### config.mk
export PLATFORM = sky130hd
export DESIGN_NAME = pfc_gate_timer
export DESIGN_NICKNAME = d
export VERILOG_FILES = /design/src/rtl/pfc_gt_pkg.sv /design/src/rtl/pfc_gt_sync.sv /design/src/rtl/pfc_gt_debounce.sv /design/src/rtl/pfc_gate_timer.sv
export SDC_FILE = /design/constraint.sdc
export NUM_CORES = 1
export LEC_CHECK = 0
export BUFFER_PORTS_ARGS = -buffer_cell sky130_fd_sc_hd__clkbuf_2
export CAP_MARGIN = 15
export CORE_MARGIN = 2
export CORE_UTILIZATION = 35
export DETAILED_ROUTE_END_ITERATION = 16
export GPL_TIMING_DRIVEN = 0
export SLEW_MARGIN = 30
export SYNTH_ARGS = -nofsm -noshare
export SYNTH_HDL_FRONTEND = slang
export SYNTH_SLANG_ARGS = --single-unit
### constraint.sdc
create_clock -name clk -period 2.2 [get_ports clk]
set_input_delay 0.11 -clock clk [delete_from_list [all_inputs] [get_ports clk]]
set_output_delay 0.11 -clock clk [all_outputs]
set_load 0.1 [all_outputs]
### src/rtl/pfc_gt_pkg.sv
package pfc_gt_pkg;

    typedef enum logic [1:0] {
        ST_IDLE    = 2'd0,
        ST_ON      = 2'd1,
        ST_OFF_MIN = 2'd2,
        ST_WAIT    = 2'd3
    } gt_state_e;

    // positions of the comparator flags in the synchronizer vector
    localparam int N_IN    = 8;
    localparam int I_ZCD   = 0;
    localparam int I_ILIM  = 1;
    localparam int I_RAMP  = 2;
    localparam int I_OVP   = 3;
    localparam int I_CLOW  = 4;
    localparam int I_COK   = 5;
    localparam int I_LINE  = 6;
    localparam int I_OFFRQ = 7;

endpackage

### src/rtl/pfc_gt_sync.sv
module pfc_gt_sync #(
    parameter int W      = 1,
    parameter int STAGES = 2
) (
    input  logic         clk,
    input  logic         rst_n,
    input  logic [W-1:0] d,
    output logic [W-1:0] q
);

    generate
        for (genvar i = 0; i < W; i++) begin : g_bit
            logic [STAGES-1:0] sh;
            always_ff @(posedge clk or negedge rst_n) begin
                if (!rst_n) sh <= '0;
                else        sh <= {sh[STAGES-2:0], d[i]};
            end
            assign q[i] = sh[STAGES-1];
        end
    endgenerate

endmodule

### src/rtl/pfc_gt_debounce.sv
module pfc_gt_debounce #(
    parameter int HOLD_CYC   = 16,
    parameter bit FAST_CLEAR = 1'b0
) (
    input  logic clk,
    input  logic rst_n,
    input  logic raw,
    output logic filt
);

    localparam int CW = $clog2(HOLD_CYC + 1);
    localparam logic [CW-1:0] LAST = CW'(HOLD_CYC - 1);

    logic [CW-1:0] cnt;
    logic          filt_q;

    generate
        if (FAST_CLEAR) begin : g_fast
            // set needs HOLD_CYC stable cycles, clear acts at once
            always_ff @(posedge clk or negedge rst_n) begin
                if (!rst_n) begin
                    cnt    <= '0;
                    filt_q <= 1'b0;
                end else if (!raw) begin
                    cnt    <= '0;
                    filt_q <= 1'b0;
                end else if (filt_q) begin
                    cnt    <= '0;
                end else if (cnt == LAST) begin
                    cnt    <= '0;
                    filt_q <= 1'b1;
                end else begin
                    cnt    <= cnt + 1'b1;
                end
            end
        end else begin : g_sym
            // both directions need HOLD_CYC stable cycles
            always_ff @(posedge clk or negedge rst_n) begin
                if (!rst_n) begin
                    cnt    <= '0;
                    filt_q <= 1'b0;
                end else if (raw == filt_q) begin
                    cnt    <= '0;
                end else if (cnt == LAST) begin
                    cnt    <= '0;
                    filt_q <= raw;
                end else begin
                    cnt    <= cnt + 1'b1;
                end
            end
        end
    endgenerate

    assign filt = filt_q;

    // a set of the filtered flag follows a high raw input
    assert_rise_qualified_R8: assert property (@(posedge clk) disable iff (!rst_n)
        $rose(filt_q) |-> $past(raw));

endmodule

### src/rtl/pfc_gate_timer.sv
module pfc_gate_timer #(
    parameter int CLK_MHZ      = 100,
    parameter int OFFREQ_DB_US = 1_000_000
) (
    input  logic clk,
    input  logic rst_n,
    input  logic en,
    input  logic zcd_a,
    input  logic ilim_a,
    input  logic ramp_end_a,
    input  logic ovp_a,
    input  logic comp_low_a,
    input  logic comp_ok_a,
    input  logic line_high_a,
    input  logic off_req_a,
    output logic gate
);

    import pfc_gt_pkg::*;

    localparam int RESTART_CYC  = 50 * CLK_MHZ;
    localparam int TON_LO_CYC   = 25 * CLK_MHZ;
    localparam int TON_HI_CYC   = 8 * CLK_MHZ;
    localparam int TOFF_MIN_CYC = CLK_MHZ;
    localparam int TPER_MIN_CYC = 4 * CLK_MHZ;
    localparam int BLANK_RAW    = (250 * CLK_MHZ) / 1000;
    localparam int BLANK_CYC    = (BLANK_RAW < 1) ? 1 : BLANK_RAW;
    localparam int OVP_DB_CYC   = 50 * CLK_MHZ;
    localparam int OFF_DB_CYC   = OFFREQ_DB_US * CLK_MHZ;

    localparam int ON_W  = $clog2(TON_LO_CYC + 1);
    localparam int OFF_W = $clog2(RESTART_CYC);
    localparam int PER_W = $clog2(TPER_MIN_CYC);

    localparam logic [OFF_W-1:0] OFF_SAT = OFF_W'(RESTART_CYC - 1);
    localparam logic [OFF_W-1:0] OFF_MIN = OFF_W'(TOFF_MIN_CYC - 1);
    localparam logic [PER_W-1:0] PER_SAT = PER_W'(TPER_MIN_CYC - 1);
    localparam logic [ON_W-1:0]  TON_LO  = ON_W'(TON_LO_CYC);
    localparam logic [ON_W-1:0]  TON_HI  = ON_W'(TON_HI_CYC);
    localparam logic [ON_W-1:0]  BLANK   = ON_W'(BLANK_CYC);

    // ---------------- input conditioning ----------------
    logic [N_IN-1:0] raw_vec, syn_vec;

    assign raw_vec[I_ZCD]   = zcd_a;
    assign raw_vec[I_ILIM]  = ilim_a;
    assign raw_vec[I_RAMP]  = ramp_end_a;
    assign raw_vec[I_OVP]   = ovp_a;
    assign raw_vec[I_CLOW]  = comp_low_a;
    assign raw_vec[I_COK]   = comp_ok_a;
    assign raw_vec[I_LINE]  = line_high_a;
    assign raw_vec[I_OFFRQ] = off_req_a;

    pfc_gt_sync #(.W(N_IN), .STAGES(2)) u_sync (
        .clk   (clk),
        .rst_n (rst_n),
        .d     (raw_vec),
        .q     (syn_vec)
    );

    logic zcd_s, ilim_s, ramp_s, clow_s, cok_s, line_s;
    assign zcd_s  = syn_vec[I_ZCD];
    assign ilim_s = syn_vec[I_ILIM];
    assign ramp_s = syn_vec[I_RAMP];
    assign clow_s = syn_vec[I_CLOW];
    assign cok_s  = syn_vec[I_COK];
    assign line_s = syn_vec[I_LINE];

    logic ovp_db, off_db;

    pfc_gt_debounce #(.HOLD_CYC(OVP_DB_CYC), .FAST_CLEAR(1'b0)) u_ovp_db (
        .clk   (clk),
        .rst_n (rst_n),
        .raw   (syn_vec[I_OVP]),
        .filt  (ovp_db)
    );

    pfc_gt_debounce #(.HOLD_CYC(OFF_DB_CYC), .FAST_CLEAR(1'b1)) u_off_db (
        .clk   (clk),
        .rst_n (rst_n),
        .raw   (syn_vec[I_OFFRQ]),
        .filt  (off_db)
    );

    // burst hysteresis: stop flag wins, restart flag clears
    logic burst;
    always_ff @(posedge clk or negedge rst_n) begin
        if (!rst_n)      burst <= 1'b0;
        else if (clow_s) burst <= 1'b1;
        else if (cok_s)  burst <= 1'b0;
    end

    logic zcd_prev;
    always_ff @(posedge clk or negedge rst_n) begin
        if (!rst_n) zcd_prev <= 1'b0;
        else        zcd_prev <= zcd_s;
    end

    // ---------------- timing decisions ----------------
    gt_state_e        state, nxt;
    logic [ON_W-1:0]  on_cnt;
    logic [OFF_W-1:0] off_cnt;
    logic [PER_W-1:0] per_cnt;
    logic             zcd_pend;

    logic             zcd_rise, inhibit, on_done, ilim_hit;
    logic             start_ok, restart_due, trig, stop_now;
    logic [ON_W-1:0]  ton_lim;

    assign zcd_rise    = zcd_s & ~zcd_prev;
    assign inhibit     = ovp_db | off_db | burst;
    assign ton_lim     = line_s ? TON_HI : TON_LO;
    assign on_done     = on_cnt >= (ton_lim - 1'b1);
    assign ilim_hit    = ilim_s && (on_cnt >= BLANK);
    assign stop_now    = ramp_s | ilim_hit | on_done | inhibit;
    assign start_ok    = (off_cnt >= OFF_MIN) && (per_cnt >= PER_SAT);
    assign restart_due = off_cnt >= OFF_SAT;
    assign trig        = zcd_rise | zcd_pend | restart_due;

    // ---------------- state machine ----------------
    always_comb begin
        nxt = state;
        if (!en) begin
            nxt = ST_IDLE;
        end else begin
            unique case (state)
                ST_IDLE:    nxt = ST_WAIT;
                ST_ON:      if (stop_now) nxt = ST_OFF_MIN;
                ST_OFF_MIN: if (start_ok) nxt = (trig && !inhibit) ? ST_ON : ST_WAIT;
                ST_WAIT:    if (trig && !inhibit && start_ok) nxt = ST_ON;
            endcase
        end
    end

    always_ff @(posedge clk or negedge rst_n) begin
        if (!rst_n) state <= ST_IDLE;
        else        state <= nxt;
    end

    // on-time, off-time and period counters
    always_ff @(posedge clk or negedge rst_n) begin
        if (!rst_n) begin
            on_cnt   <= '0;
            off_cnt  <= '0;
            per_cnt  <= PER_SAT;
            zcd_pend <= 1'b0;
        end else begin
            if (state != ST_ON) on_cnt <= '0;
            else                on_cnt <= on_cnt + 1'b1;

            if (state == ST_ON || state == ST_IDLE) off_cnt <= '0;
            else if (off_cnt != OFF_SAT)             off_cnt <= off_cnt + 1'b1;

            if (state == ST_IDLE)                      per_cnt <= PER_SAT;
            else if (nxt == ST_ON && state != ST_ON)  per_cnt <= '0;
            else if (per_cnt != PER_SAT)               per_cnt <= per_cnt + 1'b1;

            if (state == ST_IDLE || nxt == ST_ON) zcd_pend <= 1'b0;
            else if (zcd_rise)                    zcd_pend <= 1'b1;
        end
    end

    // output process
    always_comb begin
        gate = (state == ST_ON);
    end

    // ---------------- assertions ----------------
    assert_en_low_gate_off_R11: assert property (@(posedge clk) disable iff (!rst_n)
        !en |=> !gate);

    assert_ton_limit_R3: assert property (@(posedge clk) disable iff (!rst_n)
        (gate && on_cnt >= ton_lim - 1'b1) |=> !gate);

    assert_min_off_R4: assert property (@(posedge clk) disable iff (!rst_n)
        $rose(gate) |-> ($past(off_cnt) >= OFF_MIN));

    assert_min_period_R5: assert property (@(posedge clk) disable iff (!rst_n)
        $rose(gate) |-> ($past(per_cnt) >= PER_SAT));

    assert_blank_holds_R6: assert property (@(posedge clk) disable iff (!rst_n)
        (gate && en && on_cnt < BLANK && ilim_s && !ramp_s && !inhibit && !on_done) |=> gate);

    assert_ovp_stops_R8: assert property (@(posedge clk) disable iff (!rst_n)
        ovp_db |=> !gate);

    assert_burst_stops_R9: assert property (@(posedge clk) disable iff (!rst_n)
        burst |=> !gate);

    assert_offreq_stops_R10: assert property (@(posedge clk) disable iff (!rst_n)
        off_db |=> !gate);

endmodule

; ---- After elaboration in Yosys (flattened, before gate mapping)
; Index checks and enable logic that the tools add are counted.
[totals]
ff_bits = 97
input_bits = 11
output_inout_bits = 1
wordCells = 89
[op_classes]
add_sub_neg = 6
n_lt_le_gt_ge = 5
eq_ne = 10
mux = 25
bitwise = 10
reduce_logical = 14
[op_table]
columns = operator, n
row1 = 27-bit two-way mux, 3
row2 = 13-bit two-way mux, 4
row3 = "27-bit by 1-bit adder with 27-bit output, second input constant", 1
row4 = "27-bit == test, second input constant", 1
row5 = 9-bit two-way mux, 3
row6 = "13-bit by 1-bit adder with 13-bit output, second input constant", 2
row7 = 12-bit two-way mux, 2
row8 = "13-bit == test, second input constant", 1
row9 = "13-bit greater-or-equal comparator, second input constant", 1
row10 = "13-bit by 7-bit greater-or-equal comparator with 1-bit output, second input constant", 1
row11 = "13-bit inequality test, second input constant", 1
row12 = "12-bit by 1-bit adder with 12-bit output, second input constant", 1
row13 = 12-bit greater-or-equal comparator, 1
row14 = "12-bit by 5-bit greater-or-equal comparator with 1-bit output, second input constant", 1
row15 = "12-bit by 1-bit subtractor with 12-bit output, second input constant", 1
row16 = 2-bit two-way mux, 5
row17 = "9-bit by 1-bit adder with 9-bit output, second input constant", 1
row18 = "9-bit greater-or-equal comparator, second input constant", 1
row19 = "9-bit inequality test, second input constant", 1
row20 = 2-bit case mux with 4 select lines, 1
row21 = 1-bit two-way mux, 7
row22 = 1-bit bitwise OR, 7
row23 = 2-bit nonzero test, 3
row24 = 1-bit logical AND, 5
row25 = 11 further kinds, 15

; ---- Longest topological paths before layout
; Gate-level depths: netlist of the first run.
[depth]
depth_word = 13
ltp_mapped = 7
ltp_nobuf = 7

; ---- Hierarchy
; From an unflattened synthesis of the first run, not the netlist that was laid out.
[unflattened]
hier_cells = 472
area_unflattened_um2 = 4847.1
[by_module_without_submodules]
columns = module, n_inst, cells_per_inst, area_each_um2, seq_area_each_um2
row1 = pfc_gate_timer, 1, 226, 2212.1, 983.4
row2 = pfc_gt_debounce (u_off_db), 1, 157, 1502.7, 700.7
row3 = pfc_gt_debounce (u_ovp_db), 1, 65, 671.9, 350.3
row4 = pfc_gt_sync, 1, 24, 460.4, 400.4

; ---- Least setup slack after synthesis of the first run
; Ideal clock, no wire load.
[synth_timing]
path_kind = register to register
startpoint = reg per_cnt[0]
endpoint = reg per_cnt[0]
setup_ns = 0.105
arrival_ns = 1.870
t_required_ns = 2.095
path_slack_ns = 0.225
stages_incl_launch_ff = 7
path_buffers = 0
synth_period_minus_slack_ns = 1.975
path_cell_list = dfstp_2 ha_1 nand3_1 a31oi_1 o31ai_1 nor4_2 o21ai_0
[synth_via]
elab_chain_cells = 10
word_cells_on_any_way = 15
cone_classes = 1 x add/sub / 1 x order compare / 2 x eq/ne / 7 x mux / 4 x reduce/logical
[synth_lines]
columns = element, line_no
row1 = "start, declared", pfc_gate_timer.sv:103  ; logic [PER_W-1:0] per_cnt;
row2 = "start signal, assigned", pfc_gate_timer.sv:156  ; else if (per_cnt != PER_SAT) per_cnt <= per_cnt + 1'b1;
row3 = 9-bit greater-or-equal comparator, pfc_gate_timer.sv:116  ; assign start_ok = (off_cnt >= OFF_MIN) && (per_cnt >= PER_SAT);
row4 = 1-bit logical AND, pfc_gate_timer.sv:116
row5 = 1-bit logical AND, pfc_gate_timer.sv:130  ; ST_WAIT: if (trig && !inhibit && start_ok) nxt = ST_ON;
row6 = 2-bit two-way mux, pfc_gate_timer.sv:130
row7 = 2-bit case mux with 4 select lines, pfc_gate_timer.sv:126  ; unique case (state)
row8 = 2-bit two-way mux, pfc_gate_timer.sv:123  ; if (!en) begin
row9 = 2-bit by 1-bit == test with 1-bit output, pfc_gate_timer.sv:155  ; else if (nxt == ST_ON && state != ST_ON) per_cnt <= '0;
row10 = 1-bit logical AND, pfc_gate_timer.sv:155
row11 = 9-bit two-way mux, pfc_gate_timer.sv:155
row12 = 9-bit two-way mux, pfc_gate_timer.sv:154  ; if (state == ST_IDLE) per_cnt <= PER_SAT;
; Several ways; a longest one is shown, not always the timed one. The select of a mux whose other input is x is not followed.
; A chain may end at the register's enable or synchronous reset.

; ---- Worst setup path after layout of the first run
[layout_timing]
startpoint = reg on_cnt[2]
endpoint = reg state[0]
[layout_via]
elab_chain_cells = 8
word_cells_on_any_way = 9
cone_classes = 2 x order compare / 3 x mux / 3 x bitwise / 1 x reduce/logical
[layout_lines]
columns = element, line_no
row1 = "start, declared", pfc_gate_timer.sv:101  ; logic [ON_W-1:0] on_cnt;
row2 = "start signal, assigned", pfc_gate_timer.sv:149  ; else on_cnt <= on_cnt + 1'b1;
row3 = 12-bit by 5-bit greater-or-equal comparator with 1-bit output, pfc_gate_timer.sv:114  ; assign ilim_hit = ilim_s && (on_cnt >= BLANK);
row4 = 1-bit logical AND, pfc_gate_timer.sv:114
row5 = 1-bit bitwise OR, pfc_gate_timer.sv:115  ; assign stop_now = ramp_s | ilim_hit | on_done | inhibit;
row6 = 1-bit bitwise OR * (2 in series), pfc_gate_timer.sv:115
row7 = 2-bit two-way mux *, pfc_gate_timer.sv:128  ; ST_ON: if (stop_now) nxt = ST_OFF_MIN;
row8 = 2-bit case mux with 4 select lines *, pfc_gate_timer.sv:126
row9 = 2-bit two-way mux *, pfc_gate_timer.sv:123
row10 = via nxt[0], pfc_gate_timer.sv:100  ; gt_state_e state, nxt;
row11 = "end signal, assigned", pfc_gate_timer.sv:137  ; else state <= nxt;
row12 = "end, declared", pfc_gate_timer.sv:100
; Mark *: on every way through the listed nets, which the timed path passes. The rest lies on a longest branch.

==> results of run 1 <==
-- cells in the final DEF, fill, tap and decap left out, types with 11 or more instances in the layout --
cell type	netlist	routed
sky130_fd_sc_hd__dfrtp_1	91	91
sky130_fd_sc_hd__nor2_1	63	63
sky130_fd_sc_hd__xor2_1	35	35
sky130_fd_sc_hd__nand2_1	31	30
sky130_fd_sc_hd__nand3_1	28	27
sky130_fd_sc_hd__xnor2_1	25	25
sky130_fd_sc_hd__o21ai_0	14	14
sky130_fd_sc_hd__nor3_1	13	13
sky130_fd_sc_hd__ha_1	14	13
sky130_fd_sc_hd__clkbuf_2	0	12
sky130_fd_sc_hd__a21oi_1	12	12
sky130_fd_sc_hd__nand4_1	11	11
-- worst min-delay path by stage --
stage | from | to | slack, ps | depth (start not counted)
3_3_place_gp | zcd_a | u_sync.g_bit[0].sh[0] | 220 | 1
2_1_floorplan | rst_n | burst | -190 | 0
6_report | en | state[0] | 90 | 3
5_1_grt | en | state[0] | 90 | 3
3_5_place_dp | rst_n | on_cnt[2] | 0.2 | 1
4_1_cts | en | state[1] | 70 | 3
-- routing by layer --
metal,part of all wire,wire [um],up-vias
met5,0,0,-
met4,0.012,97,0
met3,0.025,207,5
met2,0.50,4110,36
met1,0.46,3760,1584
li1,-,-,1572
-- kinds of logic (layout without fill, tap and decap cells) --
family / after synthesis / in the layout / synth area share
AO/OA/AOI/OAI: 41 / 41 / 0.0553
XOR/XNOR: 60 / 60 / 0.117
buffers and inverters: 19 / 58 / 0.0161
adder cells (fa/ha/maj): 14 / 14 / 0.0389
multiplexers: 3 / 3 / 0.00694
AND/OR/NAND/NOR: 200 / 200 / 0.226
flip-flops: 97 / 97 / 0.541
-- layout make-up --
cell class,count,share of cell area
timing repair buffer,23,0.0369
multi-input combinational,318,0.387
clock buffer,12,0.0501
tap,172,0.0404
inverter,10,0.00705
clock inverter,4,0.0139
sequential,97,0.457
buffer,9,0.00705
-- report_power, final --
part	internal, mW	leakage [nW]	switching, mW
Sequential	1.89	1.28	0.0742
Combinational	0.182	0.877	0.255
Clock	1.09	0.169	0.646
Total	3.16	2.32	0.976
-- state kept, by name (all words and copies together), names as in the netlist --
signal and count:
burst 1, state 2, on_cnt 12, u_off_db.filt 1, u_sync.g_bit.sh 16, u_off_db.cnt 27, zcd_prev 1, off_cnt 13
u_ovp_db.filt 1, u_ovp_db.cnt 13, zcd_pend 1, per_cnt 9
-- critical path: cells and delay by family (launching register included) --
| kind | cells | cell delay [ps] |
|---|---|---|
| and+or+nand+nor | 1 | 260 |
| buffers and inverters | 1 | 200 |
| DFF | 1 | 380 |
| AOI/OAI and AO/OA | 4 | 1120 |
-- through the flow --
stage	setup WS (ps)	hold WS (ps)	TNS, ps	power, mW	instance area [um2]
after floorplan	225	-186	0	2.26	4500
after global placement	-230	221	-13940	2.37	4770
after detailed placement	-259	0.173	-2590	2.40	4810
after CTS	41.0	74.9	0	4.16	5260
after global routing	10.3	94.0	0	4.35	5320
final	148	92.2	0	4.14	5320
-- what timing repair did --
action / 4_1_cts / 5_1_grt
setup buffers: 0 / 2
cloned: 0 / 0
gates resized for setup: 4 / 9
setup endpoints to repair: 30 / 32
endpoints found under the hold margin: 99 / 0
pin swaps: 1 / 3
hold buffers: 9 / 0
==> results.json, run 1 <==
{
  "clock_tree.buffer_depth": 2,
  "wire_per_inst_um": 12.7,
  "final_layout_size_suffix_gt1_frac": 0.112,
  "portBuffers": 11,
  "sequential_cell_area_um2": 2430,
  "max_stage_delay_ps": 610,
  "total_of_flip_flops_plus_latches_after_synthesis": 97,
  "unrepaired_setup_endpoints_after_global_routing": "false",
  "irDropWorstVdd_uv": 423,
  "max-cap-violations": 0,
  "globalRoute.totalOverflow": 0,
  "grt_pass1_wl_mm": 14.3,
  "cts_inserted_buffers": 9,
  "place.detailed.instances": 618,
  "synth.top_cells.by_count": "sky130_fd_sc_hd__dfrtp_1, sky130_fd_sc_hd__nor2_1, sky130_fd_sc_hd__xor2_1",
  "synth_fp_nets": 459,
  "fmax_ghz": 0.487,
  "rows": 41,
  "grt.met2_usage": 0.209,
  "yosys_warnings": 0,
  "antenna-diode-count": 0,
  "synthMostInstantiatedCell": "sky130_fd_sc_hd__dfrtp_1",
  "power_leakage_nw": 2.32,
  "netlist_top_cells_area": "sky130_fd_sc_hd__dfrtp_1, sky130_fd_sc_hd__xor2_1, sky130_fd_sc_hd__nor2_1",
  "worst_path_max_delay_cell": "sky130_fd_sc_hd__a2111oi_1",
  "timing.critical_path.to_type": "flip-flop",
  "cp_max_fo": 7,
  "num_vias": 3197,
  "io_pins": 12,
  "synth.yosys.seq_area_share": 0.541,
  "clock-skew-final_ps": 8.93,
  "antenna_violating_nets_post_route": 0,
  "power.density_cell_area_nw_per_um2": 777,
  "drt-total-wl_mm": 8.18,
  "die_width_um": 117,
  "syn_area_um2": 4500,
  "first_iter_violations": 100,
  "gr_met1_demand_resource": 0.159,
  "start_util": 0.358,
  "cts-htree-levels": 3,
  "met3_usage": 0.0292,
  "r2r_end": "state[0]",
  "finalWeightedCongestion": 0.784,
  "top_usage_layer": "met2",
  "slew_violations": 0,
  "minimum_clock_period_after_layout_ps": 2050,
  "synth_edf_count": 0,
  "rr_worst_depth": 6,
  "worst_ep_arrival_time_ps": 2300,
  "core_area_um2": 12600,
  "multi_input_comb_area_um2": 2060,
  "syn_avg_cell_area_um2": 10.4,
  "clk_pin_slew_ps": 70,
  "vias_per_cell": 4.96,
  "worst_ep_required_time_ps": 2440,
  "cts_tree": "built",
  "netlist-cell-type-count": 45,
  "regToRegSetupSlack_ps": 150,
  "via_count_of_the_first_global_routing_pass": 3193,
  "cp_cell_sequence": "clkbuf_1, nor3b_1, o211ai_1, a2111oi_1, a21oi_1, a311oi_1",
  "final_standard_cell_count_with_taps_included_and_fillers_excluded": 645,
  "die_height_um": 117,
  "synthesized_instance_count": 434,
  "worstReg2RegStart": "on_cnt[2]",
  "drcViolationCount": 0,
  "worst-setup-path-type": "reg2reg",
  "cts-root-buf": "sky130_fd_sc_hd__clkbuf_16",
  "syn_to_final_growth_pct": 18.2,
  "asyncSetResetFlopFracSynth": 1.00,
  "timing.max_slew.rel_slack": 0.615,
  "postLayoutCoreUtil": 0.423,
  "clock_insertion_delay_worst_skew_ps": 340,
  "hp-class": "in2reg",
  "antenna_found_initial": 0,
  "die-area_um2": 13800,
  "critical_path.startpoint": "on_cnt[2]",
  "leading_register_cell_type_out_of_synthesis": "sky130_fd_sc_hd__dfrtp_1",
  "status": "finished, final reports clean",
  "post-dp-hpwl_mm": 5.57,
  "yosys.area.top_type": "sky130_fd_sc_hd__dfrtp_1",
  "fillerInstances": 1199,
  "setup_viol": 0,
  "netlist.area_leader.share": 0.506,
  "max_slew.worst_pin.slew_ps": 576,
  "grt_use_total": 0.126,
  "finalHoldViolCount": 0,
  "nets": 493,
  "startpoint_type": "flip-flop",
  "number_of_sinks_driven_by_the_clock_tree": 97,
  "drtPass1Iterations": 4,
  "grt_max_degree": 74,
  "finalCritPeriodShare": 0.933,
  "critPathCapture": "state[0]"
}
No activity file was read; power rests on OpenSTA's default activity.
==> inputs of run 2 (changes only) <==
--- a/config.mk
+++ b/config.mk
@@ -7,10 +7,11 @@
 export LEC_CHECK = 0
 export BUFFER_PORTS_ARGS = -buffer_cell sky130_fd_sc_hd__clkbuf_2
 export CAP_MARGIN = 15
-export CORE_MARGIN = 2
+export CORE_MARGIN = 10
 export CORE_UTILIZATION = 35
 export DETAILED_ROUTE_END_ITERATION = 16
 export GPL_TIMING_DRIVEN = 0
+export PLACE_DENSITY_LB_ADDON = 0.1
 export SLEW_MARGIN = 30
 export SYNTH_ARGS = -nofsm -noshare
 export SYNTH_HDL_FRONTEND = slang
==> results.json, run 2 (synthesis results as in run 1) <==
{
  "startpoint_type": "flip-flop",
  "io_pins": 12,
  "most_flops_register": "u_off_db.cnt",
  "start_util": 0.357,
  "finalWeightedCongestion": 0.764,
  "fillerInstances": 1288,
  "timing.max_slew.rel_slack": 0.639,
  "die_width_um": 133,
  "final_layout_size_suffix_gt1_frac": 0.110,
  "worst_ep_arrival_time_ps": 2250,
  "worst_path_max_delay_cell": "sky130_fd_sc_hd__dfstp_2",
  "setup_slack_of_the_critical_path_after_layout_ps": 174,
  "largest_reg_flops": 27,
  "worst-setup-path-type": "reg2reg",
  "cp_max_fo": 10,
  "grt_pass1_wl_mm": 15.8,
  "nets": 492,
  "num_vias": 3135,
  "rows": 41,
  "power.density_cell_area_nw_per_um2": 748,
  "globalRoute.totalOverflow": 0,
  "wire_per_inst_um": 13.6,
  "grt_use_total": 0.108,
  "die_height_um": 133,
  "hp-class": "in2reg",
  "cts-htree-levels": 3,
  "clock_tree.buffer_depth": 2,
  "cts-root-buf": "sky130_fd_sc_hd__clkbuf_16",
  "drt-total-wl_mm": 8.77,
  "fmax_ghz": 0.493,
  "syn_to_final_growth_pct": 16.7,
  "unrepaired_setup_endpoints_after_global_routing": "false",
  "clock_insertion_delay_worst_skew_ps": 350,
  "cpLargestDelayFamily": "flip-flops",
  "finalHoldViolCount": 0,
  "finalCritPeriodShare": 0.921,
  "number_of_sinks_driven_by_the_clock_tree": 97,
  "via_count_of_the_first_global_routing_pass": 3295,
  "power_leakage_nw": 2.30,
  "total_power_mw": 3.93,
  "first_iter_violations": 186,
  "timing.critical_path.to_type": "flip-flop",
  "minimum_clock_period_after_layout_ps": 2030,
  "portBuffers": 11,
  "antenna-diode-count": 0,
  "drtPass1Iterations": 4,
  "final_standard_cell_count_with_taps_included_and_fillers_excluded": 644,
  "holdWs_ps": 69.2,
  "largestRegisters": "u_off_db.cnt: 27 flops, u_sync.g_bit.sh: 16 flops",
  "mostFrequentLayoutCells": "sky130_fd_sc_hd__dfrtp_1, sky130_fd_sc_hd__nor2_1, sky130_fd_sc_hd__xor2_1, sky130_fd_sc_hd__nand2_1, sky130_fd_sc_hd__nand3_1",
  "clock-skew-final_ps": 6.79,
  "max_slew.worst_pin.slew_ps": 544,
  "setup_viol": 0,
  "cp_num_buf_inv": 1,
  "place.detailed.instances": 618,
  "status": "finished, final reports clean",
  "grt_max_degree": 50,
  "vias_per_cell": 4.87,
  "slew_violations": 0,
  "post-dp-hpwl_mm": 5.85,
  "irDropWorstVdd_uv": 358,
  "max-cap-violations": 0,
  "cts_inserted_buffers": 9,
  "die-area_um2": 17800,
  "pre_cts_slack_ps": -336,
  "clk_pin_slew_ps": 70,
  "core_area_um2": 12600,
  "cp_cell_sequence": "ha_1, nand3_2, a31oi_2, o31ai_4, nor4_4, buf_4, nor4_1",
  "layout_commonest_cell": "sky130_fd_sc_hd__dfrtp_1",
  "antenna_found_initial": 0,
  "drcViolationCount": 0,
  "max_stage_delay_ps": 570,
  "worst_ep_required_time_ps": 2420,
  "antenna_violating_nets_post_route": 0,
  "cts_tree": "built"
}
run 2: changes by cell type in the layout (fill, tap and decap cells not counted), moves of 2 or more:
cell	previous run	this run
sky130_fd_sc_hd__inv_6	0	2
sky130_fd_sc_hd__clkbuf_8	4	2
sky130_fd_sc_hd__clkinv_2	1	3
sky130_fd_sc_hd__bufinv_16	2	0
run 2: worst paths after layout:
| check | start | endpoint | slack (ps) | cells after the start |
|---|---|---|---|---|
| worst max-delay path | per_cnt[0] | per_cnt[4] | 170 | 7 |
| worst min-delay path | en | state[0] | 70 | 3 |
| worst max register to register | per_cnt[0] | per_cnt[4] | 170 | 7 |
| worst min register to register | u_sync.g_bit[6].sh[0] | u_sync.g_bit[6].sh[1] | 350 | 0 |
| max in group asynchronous | rst_n | per_cnt[7] | 1310 | 3 |
| min in group asynchronous | rst_n | u_off_db.cnt[15] | 260 | 2 |
run 2: stage by stage:
step	utilization	setup TNS (ps)	cell area [um2]
3_3_place_gp	0.378	-32850	4770
2_1_floorplan	-	0	4500
4_1_cts	0.412	0	5190
6_report	0.417	0	5260
3_5_place_dp	0.381	-3760	4810
5_1_grt	0.417	0	5260
run 2: final cells by class:
class	count	area [um2]	area share
Inverter	10	37.5	0.00714
Multi-Input combinational cell	318	2060	0.392
Tap cell	172	215	0.0409
Clock inverter	6	41.3	0.00785
Sequential cell	97	2430	0.463
Timing Repair Buffer	22	189	0.0359
Buffer	9	37.5	0.00714
Clock buffer	10	239	0.0455
run 2: worst min-delay path, delay by kind of cell:
kind                   cells  cell delay (ps)
buffers and inverters      2              210
AO/OA/AOI/OAI              1               60
run 2: where the power goes:
group          switching [mW]  leakage, nW  total, mW  internal, mW
Sequential             0.0781         1.28       1.97          1.89
Clock                   0.713        0.143       1.52         0.802
Combinational           0.261        0.879      0.447         0.186
run 2: layer usage:
metal / global-route usage / wire length (um)
met5: 0 / 0
met2: 0.169 / 4090
met1: 0.135 / 4260
met3: 0.0327 / 263
met4: 0.0484 / 161
run 2: repair_timing:
action,in CTS,in global routing
buffers inserted,0,1
hold buffers,9,0
resized for setup,4,10
pin swaps,1,1
endpoints found under the hold margin,51,0
setup endpoints to repair,31,33
==> inputs of run 3 (changes only) <==
--- a/config.mk
+++ b/config.mk
@@ -15,4 +15,5 @@
 export SLEW_MARGIN = 30
 export SYNTH_ARGS = -nofsm -noshare
 export SYNTH_HDL_FRONTEND = slang
+export SYNTH_HIERARCHICAL = 1
 export SYNTH_SLANG_ARGS = --single-unit
==> results.json, run 3 <==
{
  "status": "finished, final reports clean",
  "slew_violations": 0,
  "max_slew.worst_pin.slew_ps": 586,
  "setup_slack_of_the_critical_path_after_layout_ps": 184,
  "cp_max_fo": 10,
  "mostFrequentLayoutCells": "sky130_fd_sc_hd__dfrtp_1, sky130_fd_sc_hd__nor2_1, sky130_fd_sc_hd__nand2_1, sky130_fd_sc_hd__xnor2_1, sky130_fd_sc_hd__nand3_1",
  "p_seq_frac": 0.506,
  "cpLargestDelayFamily": "flip-flops",
  "max_stage_delay_ps": 570,
  "rows": 42,
  "top_usage_layer": "met2",
  "core_area_um2": 13400,
  "gr_met1_demand_resource": 0.142,
  "power.density_cell_area_nw_per_um2": 699,
  "cp_num_buf_inv": 1,
  "die_width_um": 138,
  "cts-htree-levels": 3,
  "drtPass1Iterations": 4,
  "worst_path_max_delay_cell": "sky130_fd_sc_hd__dfstp_2",
  "final_layout_size_suffix_gt1_frac": 0.145,
  "placed_area_um2": 5160,
  "cts_tree": "built",
  "stdcell_area_um2": 5560,
  "power_leakage_nw": 2.37,
  "final.setup.tns_ps": 0,
  "finalWeightedCongestion": 0.790,
  "hp-class": "in2reg",
  "synthMostInstantiatedCell": "sky130_fd_sc_hd__dfrtp_1",
  "total_of_flip_flops_plus_latches_after_synthesis": 97,
  "synth_edf_count": 0,
  "antenna_found_initial": 0,
  "fillerInstances": 1343,
  "netlist-cell-type-count": 63,
  "cts_inserted_buffers": 9,
  "first_iter_violations": 135,
  "multi_input_comb_area_um2": 2260,
  "sequential_cell_area_um2": 2430,
  "worst_ep_arrival_time_ps": 2220,
  "clk_pin_slew_ps": 70,
  "share_clk_of_total_power": 0.377,
  "unrepaired_setup_endpoints_after_global_routing": "false",
  "max-cap-violations": 0,
  "worst-setup-path-type": "reg2reg",
  "internal_power_mw": 2.86,
  "most_flops_register": "u_off_db/cnt",
  "layout_commonest_cell": "sky130_fd_sc_hd__dfrtp_1",
  "number_of_sinks_driven_by_the_clock_tree": 97,
  "irDropWorstVdd_uv": 575,
  "leading_register_cell_type_out_of_synthesis": "sky130_fd_sc_hd__dfrtp_1",
  "timing.max_slew.rel_slack": 0.607,
  "drcViolationCount": 0,
  "nets": 530,
  "grt_use_total": 0.107,
  "syn_avg_cell_area_um2": 10.3,
  "post-dp-hpwl_mm": 6.32,
  "antenna_violating_nets_post_route": 0,
  "via_count_of_the_first_global_routing_pass": 3308,
  "vias_per_cell": 4.85,
  "synthesized_instance_count": 472,
  "pre_cts_slack_ps": -204,
  "die-area_um2": 19000,
  "startpoint_type": "flip-flop",
  "syn_to_final_growth_pct": 14.6,
  "die_height_um": 138,
  "globalRoute.totalOverflow": 0,
  "synth_fp_nets": 497,
  "largestRegisters": "u_off_db/cnt: 27 flops, u_sync/g_bit.sh: 16 flops",
  "yosys.area.top_type": "sky130_fd_sc_hd__dfrtp_1",
  "cts-root-buf": "sky130_fd_sc_hd__clkbuf_16",
  "grt.met2_usage": 0.162,
  "cp_cell_sequence": "ha_1, nand3_1, a31oi_1, o31ai_4, nor4_4, buf_12, a211oi_1",
  "worst_ep_required_time_ps": 2400,
  "finalHoldViolCount": 0,
  "minimum_clock_period_after_layout_ps": 2020,
  "grt_max_degree": 73,
  "antenna-diode-count": 0,
  "io_pins": 12,
  "grt_pass1_wl_mm": 16.3,
  "drt-total-wl_mm": 9.25,
  "synth.yosys.seq_area_share": 0.502,
  "met3_usage": 0.0302,
  "power.switching_mw": 1.02,
  "setup_viol": 0,
  "fmax_ghz": 0.496,
  "asyncSetResetFlopFracSynth": 1.00,
  "largest_reg_flops": 27,
  "clock_tree.buffer_depth": 2,
  "portBuffers": 11,
  "portion_of_total_power_attributed_to_combinational_logic": 0.117,
  "clock_insertion_delay_worst_skew_ps": 340,
  "netlist_top_cells_area": "sky130_fd_sc_hd__dfrtp_1, sky130_fd_sc_hd__xnor2_1, sky130_fd_sc_hd__nor2_1",
  "holdWs_ps": 100,
  "synth.top_cells.by_count": "sky130_fd_sc_hd__dfrtp_1, sky130_fd_sc_hd__nor2_1, sky130_fd_sc_hd__nand2_1, sky130_fd_sc_hd__xnor2_1, sky130_fd_sc_hd__nand3_1",
  "wire_per_inst_um": 13.5,
  "timing.critical_path.to_type": "flip-flop",
  "netlist.area_leader.share": 0.470,
  "finalCritPeriodShare": 0.916,
  "syn_area_um2": 4850,
  "start_util": 0.362,
  "clock-skew-final_ps": 5.99,
  "yosys_warnings": 6,
  "num_vias": 3328,
  "netSwitchingFraction": 0.264
}
run 3: changes by cell type after synthesis, moves of 3 or more:
cell,delta
sky130_fd_sc_hd__clkbuf_1,-6
sky130_fd_sc_hd__nand4_1,+3
sky130_fd_sc_hd__nor2_1,+11
sky130_fd_sc_hd__xor2_1,-11
sky130_fd_sc_hd__o21ai_0,-9
sky130_fd_sc_hd__or4_4,+3
sky130_fd_sc_hd__nor3_1,+7
sky130_fd_sc_hd__inv_1,+6
sky130_fd_sc_hd__buf_4,+8
sky130_fd_sc_hd__xnor2_1,+8
sky130_fd_sc_hd__or4_1,-3
run 3: area by class of cell:
class | instances | share of cell area
multi-input combinational | 344 | 0.407
sequential | 97 | 0.438
tap | 176 | 0.0396
clock inverter | 6 | 0.00811
timing repair buffer | 22 | 0.0363
inverter | 16 | 0.0108
buffer | 15 | 0.0189
clock buffer | 10 | 0.0412
run 3: logic make-up after synthesis:
| family | after synthesis | share of synthesized area |
|---|---|---|
| adders and majority gates | 14 | 0.0361 |
| muxes | 2 | 0.00516 |
| xor gates and xnor gates | 57 | 0.103 |
| AOI/OAI and AO/OA | 41 | 0.0635 |
| and+or+nand+nor | 230 | 0.256 |
| buffers and inverters | 31 | 0.0341 |
| DFF | 97 | 0.502 |
run 3: what timing repair did:
item	in CTS	in global routing
cloned	0	0
endpoints found under the hold margin	92	0
gates resized for setup	0	1
setup buffers	1	0
hold buffers	9	0
endpoints found under the setup margin	10	1
pin swaps	1	0
run 3: path summary, 6_finish.rpt:
check	to	startpoint	slack, ps	cells past startpoint
setup / recovery	per_cnt[4]	per_cnt[0]	180	7
hold / removal	state[1]	en	100	3
setup reg to reg	per_cnt[4]	per_cnt[0]	180	7
hold reg to reg	u_sync/g_bit[6].sh[1]	u_sync/g_bit[6].sh[0]	350	0
max in group asynchronous	per_cnt[0]	rst_n	1330	3
min in group asynchronous	off_cnt[2]	rst_n	210	2
run 3: worst register-to-register path: cells and delay by family (launching register included):
family	cells	cell delay, ps
AOI/OAI and AO/OA	3	550
adders and majority gates	1	190
buffers and inverters	1	170
DFF	1	570
and+or+nand+nor	2	410
run 3: power by group through the flow:
stage          Combinational [mW]  Sequential (mW)  Clock [mW]
2_1_floorplan               0.330             1.98           0
3_3_place_gp                0.437             2.00           0
3_5_place_dp                0.453             2.00           0
4_1_cts                     0.466             1.96        1.53
5_1_grt                     0.529             1.98        1.60
6_report                    0.454             1.97        1.46
run 3: metal layers:
layer  part of all wire  routed length, um
met5                  0                  0
met3              0.029                272
met2               0.45               4150
met4              0.014                131
met1               0.51               4700
run 3: through the flow:
stage / util / power, mW / instances
3_5_place_dp: 0.385 / 2.45 / 660
3_3_place_gp: 0.382 / 2.43 / 659
5_1_grt: 0.415 / 4.11 / 686
4_1_cts: 0.414 / 3.96 / 686
2_1_floorplan: - / 2.31 / 472
6_report: 0.415 / 3.88 / 686
